<file path="src/rtl/accel_spi_pkg.sv">
package accel_spi_pkg;
  localparam int unsigned ADDR_W = 6;
  localparam int unsigned DATA_W = 8;
  localparam int unsigned FRAME_W = 2 + ADDR_W + DATA_W;

  typedef struct packed {
    logic              rd;
    logic [ADDR_W-1:0] addr;
    logic [DATA_W-1:0] wdata;
  } acc_cmd_t;

  typedef enum logic [2:0] {
    ST_IDLE,
    ST_LEAD,
    ST_XFER,
    ST_TAIL,
    ST_GAP
  } eng_state_t;

  function automatic int unsigned half_div_f(int unsigned clk_hz, int unsigned sclk_hz);
    return (clk_hz + 2 * sclk_hz - 1) / (2 * sclk_hz);
  endfunction
endpackage

</file>
<file path="src/rtl/accel_spi_tick.sv">
module accel_spi_tick #(
  parameter int unsigned HALF = 10
) (
  input  logic clk,
  input  logic rst_n,
  input  logic en,
  output logic tick
);
  generate
    if (HALF <= 1) begin : g_every
      assign tick = en;
    end else begin : g_count
      localparam int unsigned CW = $clog2(HALF);
      logic [CW-1:0] cnt;
      always_ff @(posedge clk) begin
        if (!rst_n || !en) cnt <= '0;
        else if (cnt == CW'(HALF - 1)) cnt <= '0;
        else cnt <= cnt + 1'b1;
      end
      assign tick = en && (cnt == CW'(HALF - 1));
    end
  endgenerate
endmodule

</file>
<file path="src/rtl/accel_spi_arb.sv">
module accel_spi_arb
  import accel_spi_pkg::*;
(
  input  logic              sw_own,
  input  logic              idle,
  input  logic              sw_wr,
  input  logic [31:0]       sw_word,
  input  logic              hw_valid,
  input  logic              hw_rd,
  input  logic [ADDR_W-1:0] hw_addr,
  input  logic [DATA_W-1:0] hw_wdata,
  output logic              hw_ready,
  output logic              start,
  output logic              start_hw,
  output acc_cmd_t          start_cmd
);
  logic sw_acc;

  assign hw_ready = !sw_own && idle;
  assign sw_acc   = sw_own && idle && sw_wr;
  assign start_hw = hw_ready && hw_valid;
  assign start    = sw_acc || start_hw;

  always_comb begin
    if (sw_own) begin
      start_cmd.rd    = sw_word[31];
      start_cmd.addr  = sw_word[29:24];
      start_cmd.wdata = sw_word[23:16];
    end else begin
      start_cmd.rd    = hw_rd;
      start_cmd.addr  = hw_addr;
      start_cmd.wdata = hw_wdata;
    end
  end
endmodule

</file>
<file path="src/rtl/accel_spi_engine.sv">
module accel_spi_engine
  import accel_spi_pkg::*;
#(
  parameter int unsigned GAP_HALVES = 2
) (
  input  logic              clk,
  input  logic              rst_n,
  input  logic              start,
  input  acc_cmd_t          cmd,
  input  logic              tick,
  input  logic              miso,
  output logic              busy,
  output logic              finish,
  output logic              sclk,
  output logic              cs_n,
  output logic              mosi,
  output logic [DATA_W-1:0] rx_byte
);
  localparam int unsigned BIT_W = $clog2(FRAME_W);
  localparam int unsigned GAP_W = (GAP_HALVES > 1) ? $clog2(GAP_HALVES) : 1;

  eng_state_t         state;
  logic [FRAME_W-1:0] tx;
  logic [BIT_W-1:0]   bitcnt;
  logic [GAP_W-1:0]   gcnt;

  assign busy   = (state != ST_IDLE);
  assign finish = (state == ST_TAIL) && tick;

  always_ff @(posedge clk) begin
    if (!rst_n) begin
      state   <= ST_IDLE;
      sclk    <= 1'b1;
      cs_n    <= 1'b1;
      mosi    <= 1'b0;
      tx      <= '0;
      rx_byte <= '0;
      bitcnt  <= '0;
      gcnt    <= '0;
    end else begin
      case (state)
        ST_IDLE: if (start) begin
          state  <= ST_LEAD;
          cs_n   <= 1'b0;
          tx     <= {cmd.rd, 1'b0, cmd.addr, cmd.wdata};
          bitcnt <= '0;
          gcnt   <= '0;
        end
        ST_LEAD: if (tick) begin
          sclk  <= 1'b0;
          mosi  <= tx[FRAME_W-1];
          tx    <= {tx[FRAME_W-2:0], 1'b0};
          state <= ST_XFER;
        end
        ST_XFER: if (tick) begin
          if (sclk) begin
            sclk <= 1'b0;
            mosi <= tx[FRAME_W-1];
            tx   <= {tx[FRAME_W-2:0], 1'b0};
          end else begin
            sclk    <= 1'b1;
            rx_byte <= {rx_byte[DATA_W-2:0], miso};
            if (bitcnt == BIT_W'(FRAME_W - 1)) state <= ST_TAIL;
            else bitcnt <= bitcnt + 1'b1;
          end
        end
        ST_TAIL: if (tick) begin
          cs_n  <= 1'b1;
          state <= ST_GAP;
        end
        ST_GAP: if (tick) begin
          if (gcnt == GAP_W'(GAP_HALVES - 1)) state <= ST_IDLE;
          else gcnt <= gcnt + 1'b1;
        end
        default: state <= ST_IDLE;
      endcase
    end
  end

  // the clock moves only inside a selected frame
  assert_sclk_in_frame_R5: assert property (@(posedge clk) disable iff (!rst_n)
    !$stable(sclk) |-> !cs_n);
  // release happens with the clock parked high
  assert_release_sclk_high_R3: assert property (@(posedge clk) disable iff (!rst_n)
    $rose(cs_n) |-> sclk);
  // MOSI holds across a sampling (rising) edge
  assert_mosi_hold_R3: assert property (@(posedge clk) disable iff (!rst_n)
    (!cs_n && $rose(sclk)) |-> $stable(mosi));
endmodule

</file>
<file path="src/rtl/accel_spi_access.sv">
module accel_spi_access
  import accel_spi_pkg::*;
#(
  parameter int unsigned CLK_HZ      = 100_000_000,
  parameter int unsigned SCLK_MAX_HZ = 5_000_000,
  parameter int unsigned GAP_HALVES  = 2
) (
  input  logic        clk,
  input  logic        rst_n,
  input  logic        sw_own,
  input  logic        sw_wr,
  input  logic [31:0] sw_cmd_word,
  output logic [31:0] status_word,
  input  logic        hw_cmd_valid,
  output logic        hw_cmd_ready,
  input  logic        hw_cmd_rd,
  input  logic [5:0]  hw_cmd_addr,
  input  logic [7:0]  hw_cmd_wdata,
  output logic        hw_rsp_valid,
  output logic [7:0]  hw_rsp_data,
  output logic        spi_sclk,
  output logic        spi_cs_n,
  output logic        spi_mosi,
  input  logic        spi_miso
);
  localparam int unsigned HALF = half_div_f(CLK_HZ, SCLK_MAX_HZ);

  logic              busy, tick, start, start_hw, finish;
  acc_cmd_t          start_cmd, cmd_q;
  logic [DATA_W-1:0] rx_byte, rdata_q;
  logic              done_q, src_hw_q;

  accel_spi_arb u_arb (
    .sw_own    (sw_own),
    .idle      (!busy),
    .sw_wr     (sw_wr),
    .sw_word   (sw_cmd_word),
    .hw_valid  (hw_cmd_valid),
    .hw_rd     (hw_cmd_rd),
    .hw_addr   (hw_cmd_addr),
    .hw_wdata  (hw_cmd_wdata),
    .hw_ready  (hw_cmd_ready),
    .start     (start),
    .start_hw  (start_hw),
    .start_cmd (start_cmd)
  );

  accel_spi_tick #(.HALF(HALF)) u_tick (
    .clk   (clk),
    .rst_n (rst_n),
    .en    (busy),
    .tick  (tick)
  );

  accel_spi_engine #(.GAP_HALVES(GAP_HALVES)) u_eng (
    .clk     (clk),
    .rst_n   (rst_n),
    .start   (start),
    .cmd     (start_cmd),
    .tick    (tick),
    .miso    (spi_miso),
    .busy    (busy),
    .finish  (finish),
    .sclk    (spi_sclk),
    .cs_n    (spi_cs_n),
    .mosi    (spi_mosi),
    .rx_byte (rx_byte)
  );

  always_ff @(posedge clk) begin
    if (!rst_n) begin
      cmd_q        <= '0;
      done_q       <= 1'b0;
      rdata_q      <= '0;
      src_hw_q     <= 1'b0;
      hw_rsp_valid <= 1'b0;
      hw_rsp_data  <= '0;
    end else begin
      hw_rsp_valid <= finish && src_hw_q;
      if (finish) hw_rsp_data <= rx_byte;
      if (start) begin
        cmd_q    <= start_cmd;
        done_q   <= 1'b0;
        rdata_q  <= '0;
        src_hw_q <= start_hw;
      end else if (finish) begin
        done_q <= 1'b1;
        if (cmd_q.rd) rdata_q <= rx_byte;
      end
    end
  end

  assign status_word = {cmd_q.rd, 1'b0, cmd_q.addr, cmd_q.wdata, done_q, 7'b0, rdata_q};

  // done is up on the edge chip select is released
  assert_done_at_release_R6: assert property (@(posedge clk) disable iff (!rst_n)
    $rose(spi_cs_n) |-> done_q);
  // an accepted command clears done
  assert_done_clear_R6: assert property (@(posedge clk) disable iff (!rst_n)
    start |=> !done_q);
  // a command is only taken while the port is released
  assert_start_released_R7: assert property (@(posedge clk) disable iff (!rst_n)
    start |-> spi_cs_n);
  // the echoed command cannot change during a transaction
  assert_cmd_hold_R7: assert property (@(posedge clk) disable iff (!rst_n)
    busy |=> $stable(cmd_q));
  // a response pulse coincides with the release edge
  assert_rsp_at_release_R9: assert property (@(posedge clk) disable iff (!rst_n)
    hw_rsp_valid |-> $rose(spi_cs_n));
endmodule

</file>
<file path="config.mk">
export PLATFORM = sky130hd
export DESIGN_NAME = accel_spi_access
export DESIGN_NICKNAME = d
export VERILOG_FILES = /design/src/rtl/accel_spi_pkg.sv /design/src/rtl/accel_spi_tick.sv /design/src/rtl/accel_spi_arb.sv /design/src/rtl/accel_spi_engine.sv /design/src/rtl/accel_spi_access.sv
export SDC_FILE = /design/constraint.sdc
export NUM_CORES = 1
export LEC_CHECK = 0
export ABC_AREA = 1
export BUFFER_PORTS_ARGS = -buffer_cell sky130_fd_sc_hd__buf_2
export CORE_MARGIN = 4
export CORE_UTILIZATION = 30
export CTS_CLUSTER_DIAMETER = 100
export DETAILED_ROUTE_END_ITERATION = 8
export SLEW_MARGIN = 20
export SYNTH_ARGS = -nofsm -noshare
export SYNTH_HDL_FRONTEND = slang
export SYNTH_SLANG_ARGS = --single-unit
</file>
<file path="constraint.sdc">
create_clock -name clk -period 2.05 [get_ports clk]
set_input_delay 0.1025 -clock clk [delete_from_list [all_inputs] [get_ports clk]]
set_output_delay 0.1025 -clock clk [all_outputs]
set_load 0.05 [all_outputs]
</file>
======== Word level (Yosys, flattened, before mapping) ========
Cells that the tools add are included.
word-level totals
  flip-flop bits (word level) ............. 73
  input port bits ......................... 53
  output and inout bits ................... 45
  word-level logic and storage cells ...... 102
cells by class
  add/sub/neg operators ................... 3
  eq/ne operators ......................... 16
  multiplexer cells ....................... 34
  bitwise gates (word level) .............. 2
  reduce and logical (&&, ||, !) cells .... 30
operators by type and width
  operator             count
  $mux 16              4
  $pmux 16 s3          1
  $mux 3               8
  $mux 4               4
  $mux 15              1
  $pmux 3 s5           1
  $ne 2x1->1 const B   7
  $reduce_and 3->1     4
  $mux 1               10
  $reduce_and 5->1     2
  $add 4x1->4 const B  2
  $eq 4x4->1 const B   2
  $pmux 1 s2           4
  $pmux 4 s2           1
  $reduce_and 8->1     1
  $reduce_bool 2->1    4
  $logic_and 1x1->1    7
  $eq 3x2->1 const B   2
  $ne 2x2->1 const B   3
  $reduce_bool 3->1    2
  $reduce_and 4->1     1
  $reduce_or 2->1      2
  $eq 3x1->1 const B   1
  $eq 3x3->1 const B   1
  6 further kinds      10

======== Longest topological paths before layout ========
Gate-level depths: netlist of the first run.
  depth in word-level cells ............... 7
  depth in mapped cells ................... 10
  mapped depth without buffers ............ 10

======== Cells and area by module ========
Synthesis of the first run repeated with hierarchy kept, for this count alone.
unflattened totals
  cells, all modules ...................... 515
  area total of the unflattened synthesis .. 3,544.6 µm²
modules (own cells, without submodules)
  module            instances  cells each  area each (µm²)  sequential area each (µm²)
  accel_spi_engine  1          263         1,726.7          700.7
  accel_spi_access  1          173         1,377.6          680.7
  accel_spi_arb     1          55          251.5            0.0
  accel_spi_tick    1          24          188.9            80.1

======== Worst setup path after synthesis of the first run ========
No wires, ideal clock.
  path type ............................... register to register
  start ................................... register u_eng.sclk
  end ..................................... register u_eng.tx[0]
  setup time .............................. 132 ps
  arrival time ............................ 1,502 ps
  required time ........................... 1,918 ps
  setup slack ............................. 416 ps
  cell stages (with the launch flop) ...... 9
  clock period less this slack ............ 1,634 ps
  cell sequence ........................... dfxtp_1 -> inv_1 -> nand3_1 -> inv_2 -> a21oi_4 -> nand2_2 -> buf_6 -> nand2_1 -> a21oi_1
between the ends
  longest elaborated chain between the ends .. 2
ends and longest elaborated chain
  item                               RTL line                source
  start, declared                    accel_spi_engine.sv:14  output logic sclk,
  start signal, assigned             accel_spi_engine.sv:33  sclk <= 1'b1;
  start signal, assigned             accel_spi_engine.sv:50  sclk <= 1'b0;
  start signal, assigned             accel_spi_engine.sv:57  sclk <= 1'b0;
  $ne 2x1->1 (no source line)        n/a
  $reduce_and 5->1 (no source line)  n/a
  end signal, assigned               accel_spi_engine.sv:45  tx <= {cmd.rd, 1'b0, cmd.addr, cmd.wdata};
  end signal, assigned               accel_spi_engine.sv:52  tx <= {tx[FRAME_W-2:0], 1'b0};
  end signal, assigned               accel_spi_engine.sv:59  tx <= {tx[FRAME_W-2:0], 1'b0};
  end, declared                      accel_spi_engine.sv:23  logic [FRAME_W-1:0] tx;
No other way between the ends.
A chain may end at the register's enable or synchronous reset.

======== Final worst setup path of the first run ========
  start ................................... register u_eng.state[0]
  end ..................................... register u_eng.tx[12]
between the ends
  longest elaborated chain between the ends .. 7
  elaborated cells on any way between the ends .. 18
  those cells by class .................... eq/ne (6); mux (1); reduce/logical (11)
ends and longest elaborated chain
  item                                         RTL line                                  source
  start, declared                              accel_spi_engine.sv:22                    eng_state_t state;
  start signal, assigned                       accel_spi_engine.sv:32                    state <= ST_IDLE;
  start signal, assigned                       accel_spi_engine.sv:43                    state <= ST_LEAD;
  start signal, assigned                       accel_spi_engine.sv:53                    state <= ST_XFER;
  $reduce_bool 3->1                            accel_spi_engine.sv:27                    assign busy = (state != ST_IDLE);
  $logic_not 1->1                              accel_spi_access.sv:35                    .idle (!busy),
  $logic_and 1x1->1, on equally long branches  accel_spi_arb.sv:20, accel_spi_arb.sv:19
  $logic_and 1x1->1, on equally long branches  accel_spi_arb.sv:20, accel_spi_arb.sv:21
  $logic_or 1x1->1                             accel_spi_arb.sv:22                       assign start = sw_acc || start_hw;
  $ne 2x2->1 (no source line)                  n/a
  $reduce_and 5->1 (no source line)            n/a
Several ways; a longest one is shown, not always the timed one.

==> results.cfg, run 1 <==
[die]
start_util_pct = 31.2
coreArea_um2 = 10500
rows = 37
pin_count = 98
die_x_um = 112
die_y_um = 112
die_area_um2 = 12600

[placed_design]
place_inst = 639
io_buffers = 72
hpwl_um = 5730
gp_congestion = 0.788

[global_routing]
track_usage_pct = 12.8
grt_pass1_vias = 2889
grt_first_pass_wirelength_um = 13400
antenna_found_initial = 0
grt_overflow = 0
grt_start_max_net_pins = 28

[sta]
fin_setup_tns_ns = 0
timing.final.crit_period_ns = 1.83
hold_viol = 0
rsz0062_at_grt = false
timing.hold.ws_ns = 0.0218
drv_slew = 0
timing.final.crit_share_pct = 89.3
fmax_mhz = 547
worst_slew_pin_slew_ns = 0.737
relSlewSlack_pct = 50.8
setup_viol = 0
skew_ns = 0.0158

[clock_network]
cts_setup_buffers = 0
cts.path.max_buffers = 2
cts.sinks = 73
clkTransAtPathRegs_ns = 0.09
cts_buffers = 9
clock_latency_ns = 0.36
cts-root-buf = clkbuf_8
cts_tree = yes
cts_max_level = 3

[pwr]
pwr-share-seq_pct = 37.0
leakage_nw = 1.79
p_int_mw = 2.78
switching_share_pct = 41.9
peakVddDrop_uv = 483
pwr-share-clk_pct = 24.9
p_per_area_nw_per_um2 = 1210
switching_power_mw = 2.01
combinationalPowerShare_pct = 38.1

[job]
maxCapViolCount = 0

[synth]
synth_adder_area_share_pct = 1.15
synth_area_leader_cell = dfxtp_1
synth_common_cells = nand2_1, dfxtp_1, nor2_1
ys_seq_area_share_pct = 44.7
yosys.area_share.simple_pct = 31.9
synth.area.mux_share_pct = 0
synth_top_area_share_pct = 44.7
synth-edff-count = 0
yosysMostFrequentCell = nand2_1
synth_top_family_by_area = simple AND/OR/NAND/NOR gates
synth_seq_cells = 73
synth_area_leaders = dfxtp_1, nand2_1, nand3_1, a21oi_1, nor2_1
yosysUniqueCellTypes = 33
synth-xor-area-share_pct = 0.536
synth_area_um2 = 3270
synth_warnings = 0
synth_compound_area_share_pct = 13.9
syn_inst = 442
synth-main-ff-cell = dfxtp_1
synthArstFlopShare_pct = 0
synth_area_per_cell_um2 = 7.40

[layout]
drive_gt1_share_pct = 24.0
area_growth_pct = 20.7
final_nets = 571
fin_cells = 656
diodes = 0
utilization_pct = 37.7

[detailed_routing]
drt-vias-per-instance = 4.67
wl_per_cell_um = 12.1
dr.first_iter.drc_count = 148
wl_um = 7930
vias = 3066
antenna_left = 0
drc = 0
drt_pre_antenna_iters = 5

[critical_path]
critical_path_required_ns = 2.32
reg2reg_to = u_eng.tx[12]
worstPathMaxFanout = 16
worst-endpoint-arrival_ns = 2.10
reg2reg_depth = 8
reg2reg_from = u_eng.state[0]
crit_start = u_eng.state[0]
critical_path_class = reg -> reg
cp-end-kind = flip-flop
setup.worst_path.start_class = flip-flop
r2r_slack_ns = 0.22
crit_end = u_eng.tx[12]

[min_path]
min_from = sw_cmd_word[18]
hp-class = in -> reg

[outcome]
status = completed
==> layout make-up <==
| type | instances | area [um^2] |
|---|---|---|
| fillers | 1107 | 6520 |
| multi-input cells | 328 | 1580 |
| flip-flops and latches | 73 | 1460 |
| repair buffers | 83 | 445 |
| well taps | 136 | 170 |
| clock buffers | 10 | 138 |
| inverters | 20 | 75.1 |
| clock inverters | 6 | 72.6 |
==> placed cells by master (no fill, tap or decap), types with 2 or more instances in the layout <==
master    count
buf_4        10
o21ai_1       7
clkbuf_8     10
clkinv_1      2
nand2_1     123
a31oi_1      13
nor2_1       46
nand3_1      36
buf_2        72
nor2_2        2
nand2_2       2
nor3_1        2
nand4_2       2
nand3_2       9
ha_1          3
inv_1        12
inv_2         6
o21ai_0      28
nand4_1       2
conb_1        8
nand2_4       2
dfxtp_1      73
inv_6         3
a21oi_1      35
==> sequential cells by signal, summed over array words and instances (netlist names) <==
name                cells
done_q                  1
hw_rsp_data             8
hw_rsp_valid            1
rdata_q                 8
src_hw_q                1
status_word            15
u_eng.bitcnt            4
u_eng.cs_n              1
u_eng.gcnt              1
u_eng.mosi              1
u_eng.rx_byte           8
u_eng.sclk              1
u_eng.state             3
u_eng.tx               16
u_tick.g_count.cnt      4
==> kinds of logic after synthesis <==
logic type,Yosys count
other cells,1
compound gates,85
fa+ha+maj,3
simple gates,230
buf+inv,48
flops,73
xor+xnor,2
==> critical path: stages (launching register included) <==
cell and delay [ns]:
dfxtp_1 0.46, nor2_4 0.10, nand2_4 0.18, nand2_4 0.10, inv_2 0.09, nand3_4 0.21
nand2_2 0.36, nand2_1 0.08, a21oi_1 0.15
==> power groups by stage <==
stage	registers, mW	logic [mW]	clock network, mW
finish	1.77	1.82	1.19
global route	1.80	2.01	1.28
CTS	1.77	1.84	1.23
detailed placement	1.80	1.83	0
global placement	1.80	1.81	0
floorplan	2.05	1.25	0
==> metal layers <==
metal	vias to the layer above	share of wire [%]	global-route usage [%]
li1	1600	-	-
met1	1379	46	16.1
met2	77	46	21.0
met3	10	5.9	3.02
met4	0	1.5	5.29
met5	-	0	0
==> how the worst min path moves through the flow <==
stage / endpoint / slack, ns / depth (start not counted)
6_report: status_word[18] / 0.02 / 3
5_1_grt: status_word[18] / 0.01 / 3
4_1_cts: status_word[18] / 0.008 / 3
3_3_place_gp: u_eng.rx_byte[0] / 0.34 / 3
2_1_floorplan: u_eng.rx_byte[0] / 0.24 / 2
3_5_place_dp: u_eng.rx_byte[0] / 0.35 / 3
==> metrics by stage <==
| stage | worst slack [ns] | cell area [um^2] | power, mW |
|---|---|---|---|
| after floorplan | 0.416 | 3300 | 3.29 |
| after global placement | 0.284 | 3720 | 3.61 |
| after detailed placement | 0.232 | 3720 | 3.63 |
| after CTS | 0.211 | 3950 | 4.84 |
| after global routing | 0.0232 | 3950 | 5.09 |
| final | 0.220 | 3950 | 4.78 |
==> repair_timing <==
| item | CTS | global route |
|---|---|---|
| resized for setup | 0 | 0 |
| endpoints found under the hold margin | 1 | 0 |
| hold buffers | 1 | 0 |
Power figures use the tool's default switching activity.
==> run 2: changes to the inputs <==
--- a/config.mk
+++ b/config.mk
@@ -11,6 +11,7 @@
 export CORE_UTILIZATION = 30
 export CTS_CLUSTER_DIAMETER = 100
 export DETAILED_ROUTE_END_ITERATION = 8
+export SETUP_SLACK_MARGIN = 0.15
 export SLEW_MARGIN = 20
 export SYNTH_ARGS = -nofsm -noshare
 export SYNTH_HDL_FRONTEND = slang
==> constraint.sdc (replaced) <==
create_clock -name clk -period 1.9 [get_ports clk]
set_input_delay 0.095 -clock clk [delete_from_list [all_inputs] [get_ports clk]]
set_output_delay 0.095 -clock clk [all_outputs]
set_load 0.05 [all_outputs]
==> results.cfg, run 2 (same netlist as run 1, synthesis figures left out) <==
[outcome]
status = completed

[placed_design]
place_inst = 642
gp_congestion = 0.762
placed_cell_area_um2 = 3750
io_buffers = 72
hpwl_um = 5840

[critical_path]
max_stage_delay_ns = 0.47
cp_common_cell = nand2_4
worstPathMaxFanout = 16
worst-endpoint-arrival_ns = 1.90
setup.worst_path.start_class = flip-flop
cp-end-kind = flip-flop
critical_path_required_ns = 2.18
critical_path_class = reg -> reg
path_cells = nor2_4 > nand2_4 > nand2_4 > inv_2 > nand3_4 > nand2_4 > nand2_1 > a21oi_1
slowest_stage = dfxtp_1

[sta]
skew_ns = 0.0105
timing.final.crit_period_ns = 1.61
worst_slew_pin_slew_ns = 0.719
fin_setup_tns_ns = 0
fmax_mhz = 620
relSlewSlack_pct = 52.0
hold_viol = 0
drv_slew = 0
rsz0062_at_grt = true
timing.final.crit_share_pct = 84.9
setup_viol = 0

[die]
coreArea_um2 = 10500
die_y_um = 112
start_util_pct = 31.2
die_area_um2 = 12600
rows = 37
pin_count = 98
die_x_um = 112

[clock_network]
cts-root-buf = clkbuf_8
cts_max_level = 3
cts_setup_buffers = 0
cts.path.max_buffers = 2
cts.sinks = 73
cts_tree = yes
clkTransAtPathRegs_ns = 0.09
clock_latency_ns = 0.36
cts_buffers = 9

[detailed_routing]
wl_met1_um = 3670
vias = 3093
wl_per_cell_um = 12.3
dr.first_iter.drc_count = 132
wl_um = 8080
antenna_left = 0
top_layer_used = met4
dr_wl_met2_um = 3820
met3_length_um = 498
drc = 0
drt-vias-per-instance = 4.69
drt_pre_antenna_iters = 4

[global_routing]
grt_start_max_net_pins = 41
grt_first_pass_wirelength_um = 13600
antenna_found_initial = 0
grt_overflow = 0
track_usage_pct = 13.0
grt_pass1_vias = 2937

[layout]
area_growth_pct = 21.0
stdcell_area_um2 = 3960
final_cell_mix = nand2_1, dfxtp_1, buf_2
mostFrequentLayoutCell = nand2_1
fin_cells = 659
drive_gt1_share_pct = 25.0
largest_register_ff_count = 16
diodes = 0
regMostFlops = u_eng.tx
final_nets = 574
utilization_pct = 37.8

[pwr]
leakage_nw = 1.79
p_per_area_nw_per_um2 = 1280
peakVddDrop_uv = 579

[job]
maxCapViolCount = 0

[min_path]
hp-class = in -> reg
run 2: per-stage QoR:
stage	power, mW	hold slack, ns	worst slack, ns
after global routing	5.42	0.0121	0.141
final	5.08	0.0131	0.286
after floorplan	3.55	0.230	0.266
after global placement	3.90	0.338	0.151
after detailed placement	3.93	0.347	0.0804
after CTS	5.12	0.00505	0.160
run 2: report_power, final:
part	total, mW	switching (mW)	internal (mW)
combinational	2.01	1.42	0.593
clock	1.16	0.662	0.496
sequential	1.92	0.150	1.77
total	5.08	2.23	2.85
run 2: final timing paths:
path / start / cells after the start / end / slack [ns]
setup reg to reg: u_eng.state[0] / 8 / u_eng.tx[10] / 0.29
hold reg to reg: u_eng.mosi / 2 / u_eng.mosi / 0.45
setup / recovery: u_eng.state[0] / 8 / u_eng.tx[10] / 0.29
hold / removal: hw_cmd_addr[0] / 3 / status_word[24] / 0.01
run 2: critical path, delay by kind of cell (launching register included):
family | cells | cell delay [ns]
DFF | 1 | 0.47
AOI/OAI and AO/OA | 1 | 0.14
buffers and inverters | 1 | 0.08
and+or+nand+nor | 6 | 0.84
run 2: final cells by class:
class / instances / area, um^2
fillers: 1156 / 6510
multi-input cells: 328 / 1590
flip-flops and latches: 73 / 1460
repair buffers: 86 / 468
well taps: 136 / 170
clock buffers: 9 / 124
inverters: 20 / 78.8
clock inverters: 7 / 60.1
run 2: layer usage:
| layer | GRT usage, % | vias to the layer above |
|---|---|---|
| met2 | 21.9 | 75 |
| li1 | - | 1602 |
| met1 | 16.0 | 1406 |
| met5 | 0 | - |
| met3 | 3.94 | 10 |
| met4 | 3.69 | 0 |
run 2: repair_timing:
action	in CTS	in global routing
endpoints found under the hold margin	1	0
gates cloned	0	0
setup endpoints to repair	16	24
hold buffers	1	0
gates resized for setup	1	4
